### src/rtl/ppc_pkg.sv
package ppc_pkg;

  typedef enum logic [1:0] {
    BANK_BASE = 2'd0,
    BANK_APP  = 2'd1,
    BANK_INTR = 2'd2
  } bank_e;

  // decoded bus events, each valid for the single completion cycle
  typedef struct packed {
    logic ioWr;
    logic pageWr;
    logic pageApp;
    logic extWr;
    logic ownWr;
    logic memWr;
    logic inta;
    logic fetchVec;
    logic fetchRet;
  } bus_ev_t;

  // strobes from control to the shadow datapath
  typedef struct packed {
    logic ldMode;
    logic capMode;
    logic ldExt;
    logic capExt;
    logic arm;
    logic commit;
  } dp_ctl_t;

endpackage

### src/rtl/ppc_datapath.sv
module ppc_datapath
  import ppc_pkg::*;
#(
  parameter int          EXT_W     = 3,
  parameter logic [7:0]  PAGE_PORT = 8'h7F,
  parameter logic [7:0]  EXT_PORT  = 8'h7E,
  parameter logic [7:0]  OWN_PORT  = 8'hFE,
  parameter logic [2:0]  MODE_APP  = 3'd2
) (
  input  logic             clk,
  input  logic             rstN,
  input  logic [15:0]      busAddr,
  input  logic [7:0]       busData,
  input  logic             busM1,
  input  logic             busMreq,
  input  logic             busIorq,
  input  logic             busRd,
  input  logic             busWr,
  input  dp_ctl_t          ctl,
  output bus_ev_t          ev,
  output logic             modeApp,
  output logic [EXT_W-1:0] extBank
);

  logic [15:0]      pAddr;
  logic [7:0]       pData;
  logic             pM1, pMreq, pIorq, pRd, pWr;
  logic [2:0]       modeNow, modePend;
  logic [EXT_W-1:0] extNow, extPend;
  logic             memDone, ioDone, fetch;

  // one-cycle delayed copy of the bus; completion = strobe falling
  always_ff @(posedge clk) begin
    if (!rstN) begin
      pAddr <= '0; pData <= '0;
      pM1 <= 1'b0; pMreq <= 1'b0; pIorq <= 1'b0; pRd <= 1'b0; pWr <= 1'b0;
    end else begin
      pAddr <= busAddr; pData <= busData;
      pM1 <= busM1; pMreq <= busMreq; pIorq <= busIorq; pRd <= busRd; pWr <= busWr;
    end
  end

  assign memDone = pMreq & ~busMreq;
  assign ioDone  = pIorq & ~busIorq;
  assign fetch   = memDone & pM1 & pRd;

  always_comb begin
    ev          = '0;
    ev.ioWr     = ioDone & pWr & ~pM1;
    ev.pageWr   = ev.ioWr & (pAddr[15:8] == PAGE_PORT) & (pData[7:6] == 2'b11);
    ev.pageApp  = (pData[2:0] == MODE_APP);
    ev.extWr    = ev.ioWr & (pAddr[15:8] == EXT_PORT);
    ev.ownWr    = ev.ioWr & (pAddr[15:8] == OWN_PORT);
    ev.memWr    = memDone & pWr & ~pM1;
    ev.inta     = ioDone & pM1;
    ev.fetchVec = fetch & (pAddr == 16'h0038);
    ev.fetchRet = fetch & (pData == 8'hC9);
  end

  // shadow and captured registers
  always_ff @(posedge clk) begin
    if (!rstN) begin
      modeNow <= '0; modePend <= '0; extNow <= '0; extPend <= '0;
    end else begin
      if (ctl.ldMode)  modeNow  <= pData[2:0];
      if (ctl.capMode) modePend <= pData[2:0];
      if (ctl.arm)     extPend  <= extNow;
      if (ctl.ldExt)   extNow   <= pData[EXT_W-1:0];
      if (ctl.capExt)  extPend  <= pData[EXT_W-1:0];
      if (ctl.commit) begin
        modeNow <= modePend;
        extNow  <= extPend;
      end
    end
  end

  assign modeApp = (modeNow == MODE_APP);
  assign extBank = extNow;

endmodule

### src/rtl/ppc_control.sv
module ppc_control
  import ppc_pkg::*;
#(
  parameter int TICK_PERIOD = 1_200_000,
  localparam int CNT_W = $clog2(TICK_PERIOD)
) (
  input  logic       clk,
  input  logic       rstN,
  input  bus_ev_t    ev,
  input  logic       modeApp,
  input  logic       busIorq,
  input  logic       busMreq,
  input  logic       busWr,
  output dp_ctl_t    ctl,
  output logic [1:0] bankSel,
  output logic       ramWrEn,
  output logic       ioPassEn,
  output logic       nmiOut
);

  localparam logic [CNT_W-1:0] RELOAD = CNT_W'(TICK_PERIOD - 1);

  logic             osForce, intrBank, armed, captured, pending, req, pushOne;
  logic [CNT_W-1:0] tmr;
  logic             isApp, trap, tick, issue, pushDone;
  bank_e            bank;

  always_comb begin
    if (intrBank)                bank = BANK_INTR;
    else if (osForce | ~modeApp) bank = BANK_BASE;
    else                         bank = BANK_APP;
  end

  assign isApp    = (bank == BANK_APP);
  assign trap     = ev.ioWr & isApp;
  assign tick     = (tmr == '0);
  assign issue    = (req | trap | tick) & ~pending;
  assign pushDone = pending & ev.memWr & pushOne;

  always_comb begin
    ctl         = '0;
    ctl.ldMode  = ev.pageWr & ~isApp & ~(armed & ev.pageApp);
    ctl.capMode = ev.pageWr & ~isApp & armed & ev.pageApp;
    ctl.ldExt   = ev.extWr & ~isApp & ~armed;
    ctl.capExt  = ev.extWr & ~isApp & armed;
    ctl.arm     = ev.ownWr & ~isApp;
    ctl.commit  = ev.fetchRet & captured & ~isApp;
  end

  always_ff @(posedge clk) begin
    if (!rstN) begin
      tmr      <= RELOAD;
      osForce  <= 1'b1;
      intrBank <= 1'b0;
      armed    <= 1'b0;
      captured <= 1'b0;
      pending  <= 1'b0;
      req      <= 1'b0;
      pushOne  <= 1'b0;
      nmiOut   <= 1'b0;
    end else begin
      tmr    <= tick ? RELOAD : tmr - 1'b1;
      req    <= (req | trap | tick) & pending;
      nmiOut <= issue;
      if (issue) begin
        pending <= 1'b1;
        pushOne <= 1'b0;
      end else if (pushDone) begin
        pending  <= 1'b0;
        pushOne  <= 1'b0;
        osForce  <= 1'b1;
        intrBank <= 1'b0;
      end else if (pending & ev.memWr) begin
        pushOne <= 1'b1;
      end
      if (ev.inta & isApp) intrBank <= 1'b1;
      if (ev.fetchVec & intrBank & ~pushDone) begin
        intrBank <= 1'b0;
        osForce  <= 1'b1;
      end
      if (ctl.arm) begin
        armed    <= 1'b1;
        captured <= 1'b0;
      end
      if (ctl.capMode) captured <= 1'b1;
      if (ctl.commit) begin
        osForce  <= 1'b0;
        armed    <= 1'b0;
        captured <= 1'b0;
      end
    end
  end

  assign bankSel  = bank;
  assign ramWrEn  = ~(intrBank & busMreq & busWr);
  assign ioPassEn = ~(isApp & busIorq & busWr);

endmodule

### src/rtl/prot_page_ctrl.sv
module prot_page_ctrl
  import ppc_pkg::*;
#(
  parameter int TICK_PERIOD = 1_200_000,
  parameter int EXT_W       = 3
) (
  input  logic             clk,
  input  logic             rstN,
  input  logic [15:0]      busAddr,
  input  logic [7:0]       busData,
  input  logic             busM1,
  input  logic             busMreq,
  input  logic             busIorq,
  input  logic             busRd,
  input  logic             busWr,
  output logic [1:0]       bankSel,
  output logic [EXT_W-1:0] extBank,
  output logic             ramWrEn,
  output logic             ioPassEn,
  output logic             nmiOut
);

  bus_ev_t ev;
  dp_ctl_t ctl;
  logic    modeApp;

  ppc_datapath #(.EXT_W(EXT_W)) u_dp (
    .clk(clk), .rstN(rstN), .busAddr(busAddr), .busData(busData),
    .busM1(busM1), .busMreq(busMreq), .busIorq(busIorq), .busRd(busRd),
    .busWr(busWr), .ctl(ctl), .ev(ev), .modeApp(modeApp), .extBank(extBank)
  );

  ppc_control #(.TICK_PERIOD(TICK_PERIOD)) u_ctl (
    .clk(clk), .rstN(rstN), .ev(ev), .modeApp(modeApp),
    .busIorq(busIorq), .busMreq(busMreq), .busWr(busWr), .ctl(ctl),
    .bankSel(bankSel), .ramWrEn(ramWrEn), .ioPassEn(ioPassEn), .nmiOut(nmiOut)
  );

endmodule

### config.mk
export PLATFORM = sky130hd
export DESIGN_NAME = prot_page_ctrl
export DESIGN_NICKNAME = d
export VERILOG_FILES = /design/src/rtl/ppc_pkg.sv /design/src/rtl/ppc_datapath.sv /design/src/rtl/ppc_control.sv /design/src/rtl/prot_page_ctrl.sv
export SDC_FILE = /design/constraint.sdc
export NUM_CORES = 1
export LEC_CHECK = 0
export BUFFER_PORTS_ARGS = -buffer_cell sky130_fd_sc_hd__buf_2
export CAP_MARGIN = 20
export CORE_ASPECT_RATIO = 1.25
export CORE_MARGIN = 1.5
export CORE_UTILIZATION = 50
export CTS_CLUSTER_SIZE = 14
export DETAILED_ROUTE_END_ITERATION = 16
export PLACE_DENSITY = 0.71
export SYNTH_ARGS = -nofsm -noshare
export SYNTH_HDL_FRONTEND = slang
export SYNTH_SLANG_ARGS = --single-unit
### constraint.sdc
create_clock -name clk -period 2.5 [get_ports clk]
set_input_delay 0.125 -clock clk [delete_from_list [all_inputs] [get_ports clk]]
set_output_delay 0.125 -clock clk [all_outputs]
set_load 0.05 [all_outputs]
==> results.toml, run 1 <==
[logic_synthesis]
syn_area_um2 = 2731
synthArstFlopShare_pct = 0
syn_avg_cell_area_um2 = 9.517
ys.warnings.count = 0
yosysSeqAreaShare_pct = 51.31
syn_inst = 287
synthTopCellsByCount = "70 x dfxtp_1, 30 x and2_1, 24 x nand2_1"
synth-seq-cells = 70
synthFlopType = "dfxtp_1"
synth_cell_types = 47
synth.most_common_cell = "dfxtp_1"
synthTopCellsByArea = "dfxtp_1 51%, and2_1 6.9%, nand2_1 3.3%"
synth_top_area_share_pct = 51.31
synth-edff-count = 0
synth_nets = 320
synth_top_area_cell = "dfxtp_1"

[placement]
place_hpwl_um = 3777
place.gp.congestion = 0.8556
numPortBuffers = 38

[floorplan]
io_pins = 39
die_x_um = 69.11
core_area_um2 = 5152
die_area_um2 = 5918
die_y_um = 85.64
fp-row-count = 29
start_util_pct = 53.01

[worst_setup_path]
worstSetupEndpointType = "flip-flop"
worstPathArrival_ps = 2420
start_kind = "flip-flop"
path_class = "reg2reg"
crit_path_top_delay_cell = "or3b_2"
path_max_fanout = 9
critPathMaxStageDelay_ps = 550
cp_cell_sequence = "inv_1 -> ha_1 -> or3b_2 -> or4_1 -> or3b_1 -> a21boi_0"
cp.required_ps = 2770
r2r_cells = 6

[timing]
fin_worst_skew_ps = 9.835
finalSetupViolations = 0
period_share_pct = 85.87
max_freq_mhz = 465.8
holdWs_ps = 37.62
max-slew-margin-rel_pct = 59.41
maxSlewViolCount = 0
setup_tns_ps = 0
fin_crit_ps = 2147
hold_violations = 0
tightestPinTransition_ps = 602.5
rsz0062_at_grt = "no"

[clock_network]
cts_buffer_depth = 2
clkTransAtPathRegs_ps = 80
htree_levels = 3
cts_num_sinks = 70
worstSkewPairLatency_ps = 340
cts_tree = "yes"
cts_buffers = 9
clockRootBuffer = "clkbuf_8"

[layout]
multiInputGateArea_um2 = 1249
regArea_um2 = 1401
syn_to_final_growth_pct = 25.52
nets = 383
drive_above_1_share_pct = 17.46
nFillCells = 440
antenna_cells = 0

[pwr]
pwr-share-clk_pct = 43.2
power_switching_uw = 474.1
comb_power_share_pct = 4.9
p_sw_share_pct = 21.16
power_frac_seq_pct = 51.8
p_leak_nw = 1.359
power_density_nw_per_um2 = 653.7
intPower_mw = 1.767
irDropWorstVdd_uv = 392.2
total_power_mw = 2.241

[hold_path]
hold_depth = 2
min_path_type = "in2reg"

[global_route]
grt_max_degree = 41
grt_pass1_wl_um = 9770
grt_pass1_vias = 2225
globalRouteTotalUtil_pct = 20.92
grt_remaining_overflow = 0
antenna_found_initial = 0

[flow_run]
cap_violations = 0

[route]
wl_um = 5809
drt_iter0_drc = 119
ant_nets = 0
avgViaCountPerCell = 5.518
vias = 2301
wl_per_cell_um = 13.93
drcViolationCount = 0
first_pass_iters = 4

[run_status]
status = "finished, final reports clean"
-- registers in the layout (all words and copies together), names as in the netlist --
| register | count |
|---|---|
| u_ctl.req | 1 |
| u_ctl.intrBank | 1 |
| u_ctl.osForce | 1 |
| u_dp.modeNow | 3 |
| u_ctl.pushOne | 1 |
| u_dp.extPend | 3 |
| u_ctl.captured | 1 |
| u_dp.pAddr | 16 |
| u_dp.pData | 8 |
| u_ctl.nmiOut | 1 |
| u_ctl.armed | 1 |
| u_dp.extBank | 3 |
| u_ctl.tmr | 21 |
| u_dp.pWr | 1 |
| u_dp.pIorq | 1 |
| u_dp.modePend | 3 |
| u_dp.pRd | 1 |
| u_ctl.pending | 1 |
| u_dp.pMreq | 1 |
| u_dp.pM1 | 1 |
-- path summary, 6_finish.rpt --
kind / startpoint / end / slack, ps
worst min-delay path: busMreq / u_dp.pMreq / 40
worst max-delay path: u_ctl.tmr[0] / u_ctl.tmr[18] / 350
worst min register to register: u_ctl.tmr[0] / u_ctl.tmr[0] / 410
worst max register to register: u_ctl.tmr[0] / u_ctl.tmr[18] / 350
-- cell families (layout without fill, tap and decap cells) --
logic type | count (synthesis) | in the layout | synth area share (%)
adders and majority gates | 2 | 2 | 0.9160
and+or+nand+nor | 140 | 140 | 30.33
buffers and inverters | 20 | 88 | 2.978
DFF | 70 | 70 | 51.31
muxes | 1 | 1 | 0.3665
xor gates and xnor gates | 13 | 13 | 4.169
AOI/OAI and AO/OA | 41 | 41 | 9.941
-- area by class of cell --
type,count,share of cell area (%)
clock buffers,9,3.613
multi-input cells,197,36.42
inverters,6,0.6569
repair buffers,66,13.58
clock inverters,7,2.591
well taps,62,2.263
flip-flops and latches,70,40.88
-- per-layer routing --
| metal | vias up | track usage, % | wire [um] |
|---|---|---|---|
| met1 | 1074 | 21.60 | 2431 |
| met4 | 0 | 12.66 | 187 |
| met2 | 63 | 36.45 | 2908 |
| li1 | 1144 | - | - |
| met3 | 20 | 7.286 | 283 |
| met5 | - | 0 | 0 |
-- cell usage in the layout, fill, tap and decap left out, types with 3 or more instances in the layout --
cell type,synthesis,routed
a21boi_0,5,5
a21oi_1,9,9
and2_1,30,30
and3_1,4,4
buf_2,2,38
clkbuf_8,0,9
clkinv_2,0,4
dfxtp_1,70,70
dlygate4sd3_1,0,26
inv_1,6,6
nand2_1,24,24
nand2b_1,3,3
nand3_1,15,15
nand4_1,9,9
nor2_1,15,15
nor3_1,3,3
nor3b_1,3,3
nor4_1,7,7
nor4b_1,3,3
nor4bb_1,3,3
o211ai_1,3,3
o21ai_0,9,9
o31ai_1,5,5
or4_1,7,7
xnor2_1,9,9
xor2_1,4,4
-- power by group through the flow --
stage	clock, mW	combinational (mW)	sequential [mW]
6_report	0.969	0.111	1.16
5_1_grt	1.05	0.123	1.16
3_3_place_gp	0	0.0769	1.19
3_5_place_dp	0	0.0782	1.19
2_1_floorplan	0	0.0475	1.18
4_1_cts	0.993	0.109	1.16
-- critical path, delay by kind of cell (launching register included) --
kind | cells | cell delay, ps
compound gates | 1 | 140
simple gates | 3 | 1360
fa+ha+maj | 1 | 170
buf+inv | 1 | 80
flops | 1 | 330
-- repair_timing --
item,in CTS,in global routing
endpoints found under the hold margin,26,0
resized for setup,0,0
hold buffers,26,0
setup buffers,0,0
-- stage by stage --
| stage | setup WS, ps | instances | cell area, um^2 | utilization, % |
|---|---|---|---|---|
| 6_report | 353.2 | 417 | 3428 | 66.54 |
| 3_3_place_gp | 417.3 | 375 | 2955 | 57.36 |
| 4_1_cts | 325.1 | 417 | 3428 | 66.54 |
| 5_1_grt | 197.8 | 417 | 3428 | 66.54 |
| 3_5_place_dp | 334.9 | 375 | 2955 | 57.36 |
| 2_1_floorplan | 420.2 | 287 | 2731 | - |
Note: power is estimated with default switching activity, not from simulation.
==> run 2: changes to the inputs <==
==> constraint.sdc (replaced) <==
create_clock -name clk -period 2.5 [get_ports clk]
set_input_delay 0.25 -clock clk [delete_from_list [all_inputs] [get_ports clk]]
set_output_delay 0.25 -clock clk [all_outputs]
set_load 0.05 [all_outputs]
==> run 2 against run 1 <==
Net effect:
- first-iteration DRC count shrank 1.7%
- clock power grew 10%
- global-route usage shrank 2.2 points
- register-to-register slack is essentially flat
- sequential share of layout area grew 3.0 points
- final area shrank 6.9%
- sequential power is essentially flat
- critical path depth is the same
- sequential cell count is the same
==> results.toml, run 2 (same netlist as run 1, synthesis figures left out) <==
[run_status]
status = "finished, final reports clean"

[hold_path]
min_path_type = "in2reg"

[clock_network]
post_cts_resized = 0
clkTransAtPathRegs_ps = 70
cts_num_sinks = 70
cts_tree = "yes"
post_cts_buffers = 0
htree_levels = 3
cts_buffer_depth = 2
worstSkewPairLatency_ps = 340
cts_hold_buf = 0
cts_buffers = 9
clockRootBuffer = "clkbuf_8"

[route]
drcViolationCount = 0
drt_iter0_drc = 117
avgViaCountPerCell = 5.491
ant_nets = 0
wl_per_cell_um = 13.23
first_pass_iters = 4
vias = 2147
wl_um = 5173

[pwr]
p_leak_nw = 1.257
irDropWorstVdd_uv = 545.8
power_density_nw_per_um2 = 722.1
total_power_mw = 2.305

[flow_run]
cap_violations = 0

[floorplan]
start_util_pct = 53.01
fp-row-count = 29
die_y_um = 85.64
io_pins = 39
core_area_um2 = 5152
die_x_um = 69.11
die_area_um2 = 5918

[layout]
largest_register = "u_ctl.tmr"
syn_to_final_growth_pct = 16.86
reg_top3 = "u_ctl.tmr x21, u_dp.pAddr x16, u_dp.pData x8"
stdcell_count = 391
regArea_um2 = 1401
final_cell_mix = "70 x dfxtp_1, 38 x buf_2, 30 x and2_1, 24 x nand2_1"
antenna_cells = 0
nets = 357
nFillCells = 459
fin_area_um2 = 3192
drive_above_1_share_pct = 18.84
largest_reg_flops = 21
multiInputGateArea_um2 = 1249
final_common_cell = "dfxtp_1"

[global_route]
globalRouteTotalUtil_pct = 18.72
grt_pass1_wl_um = 8894
grt_pass1_vias = 2045
grt_remaining_overflow = 0
antenna_found_initial = 0
grt_max_degree = 37

[placement]
place.gp.congestion = 0.8430
placed_cells = 375
numPortBuffers = 38
detailed_place.area_um2 = 2955
place_hpwl_um = 3720

[timing]
tightestPinTransition_ps = 620.1
rsz0062_at_grt = "no"
fin_worst_skew_ps = 5.571
setup_tns_ps = 0
fin_crit_ps = 2151
hold_violations = 0
max_freq_mhz = 465.0
maxSlewViolCount = 0
max-slew-margin-rel_pct = 58.22
period_share_pct = 86.03
finalSetupViolations = 0

[worst_setup_path]
r2r_slack_ps = 350
worstSetupEndpointType = "flip-flop"
cp.required_ps = 2770
start_kind = "flip-flop"
worstPathArrival_ps = 2420
path_class = "reg2reg"
path_max_fanout = 9
[run 2: cell count changes in the layout (fill, tap and decap cells not counted), sizes merged]
cell         before  now
bufinv            2    3
clkinv            5    3
clkinvlp          0    1
dlygate4sd3      26    0
[run 2: path summary, 6_finish.rpt]
kind | startpoint | endpoint | cells after the start
setup reg to reg | u_ctl.tmr[0] | u_ctl.tmr[18] | 6
hold / removal | busAddr[11] | u_dp.pAddr[11] | 2
setup / recovery | u_ctl.tmr[0] | u_ctl.tmr[18] | 6
hold reg to reg | u_ctl.tmr[0] | u_ctl.tmr[0] | 1
[run 2: critical path: stages, from the launching register on]
cell	delay [ps]
dfxtp_1	330
inv_1	80
ha_1	170
or3b_2	550
or4_1	440
or3b_1	360
a21boi_0	140
[run 2: power by group]
group | switching [mW] | internal [mW] | total (mW)
Combinational | 0.0360 | 0.0409 | 0.0769
Clock | 0.410 | 0.657 | 1.07
Sequential | 0.0175 | 1.14 | 1.16
[run 2: cell type report]
cell class / instances / share of cell area, %
tap: 62 / 2.430
sequential: 70 / 43.90
clock buffer: 9 / 3.881
multi-input combinational: 197 / 39.12
timing repair buffer: 40 / 6.429
inverter: 6 / 0.7056
clock inverter: 7 / 3.528
[run 2: metal layers]
metal	vias up	routed length [um]	global-route usage [%]
met5	-	0	0
met4	0	176	11.76
met3	17	209	4.935
met2	42	2453	30.86
met1	991	2333	21.62
li1	1097	-	-
[run 2: through the flow]
step | util (%) | setup WS, ps | hold slack [ps]
final | 61.95 | 349.4 | 106.7
after global routing | 61.95 | 226.8 | 102.6
after floorplan | - | 420.2 | 371.7
after global placement | 57.36 | 418.9 | 388.0
after detailed placement | 57.36 | 344.6 | 403.5
after CTS | 61.95 | 343.2 | 98.40
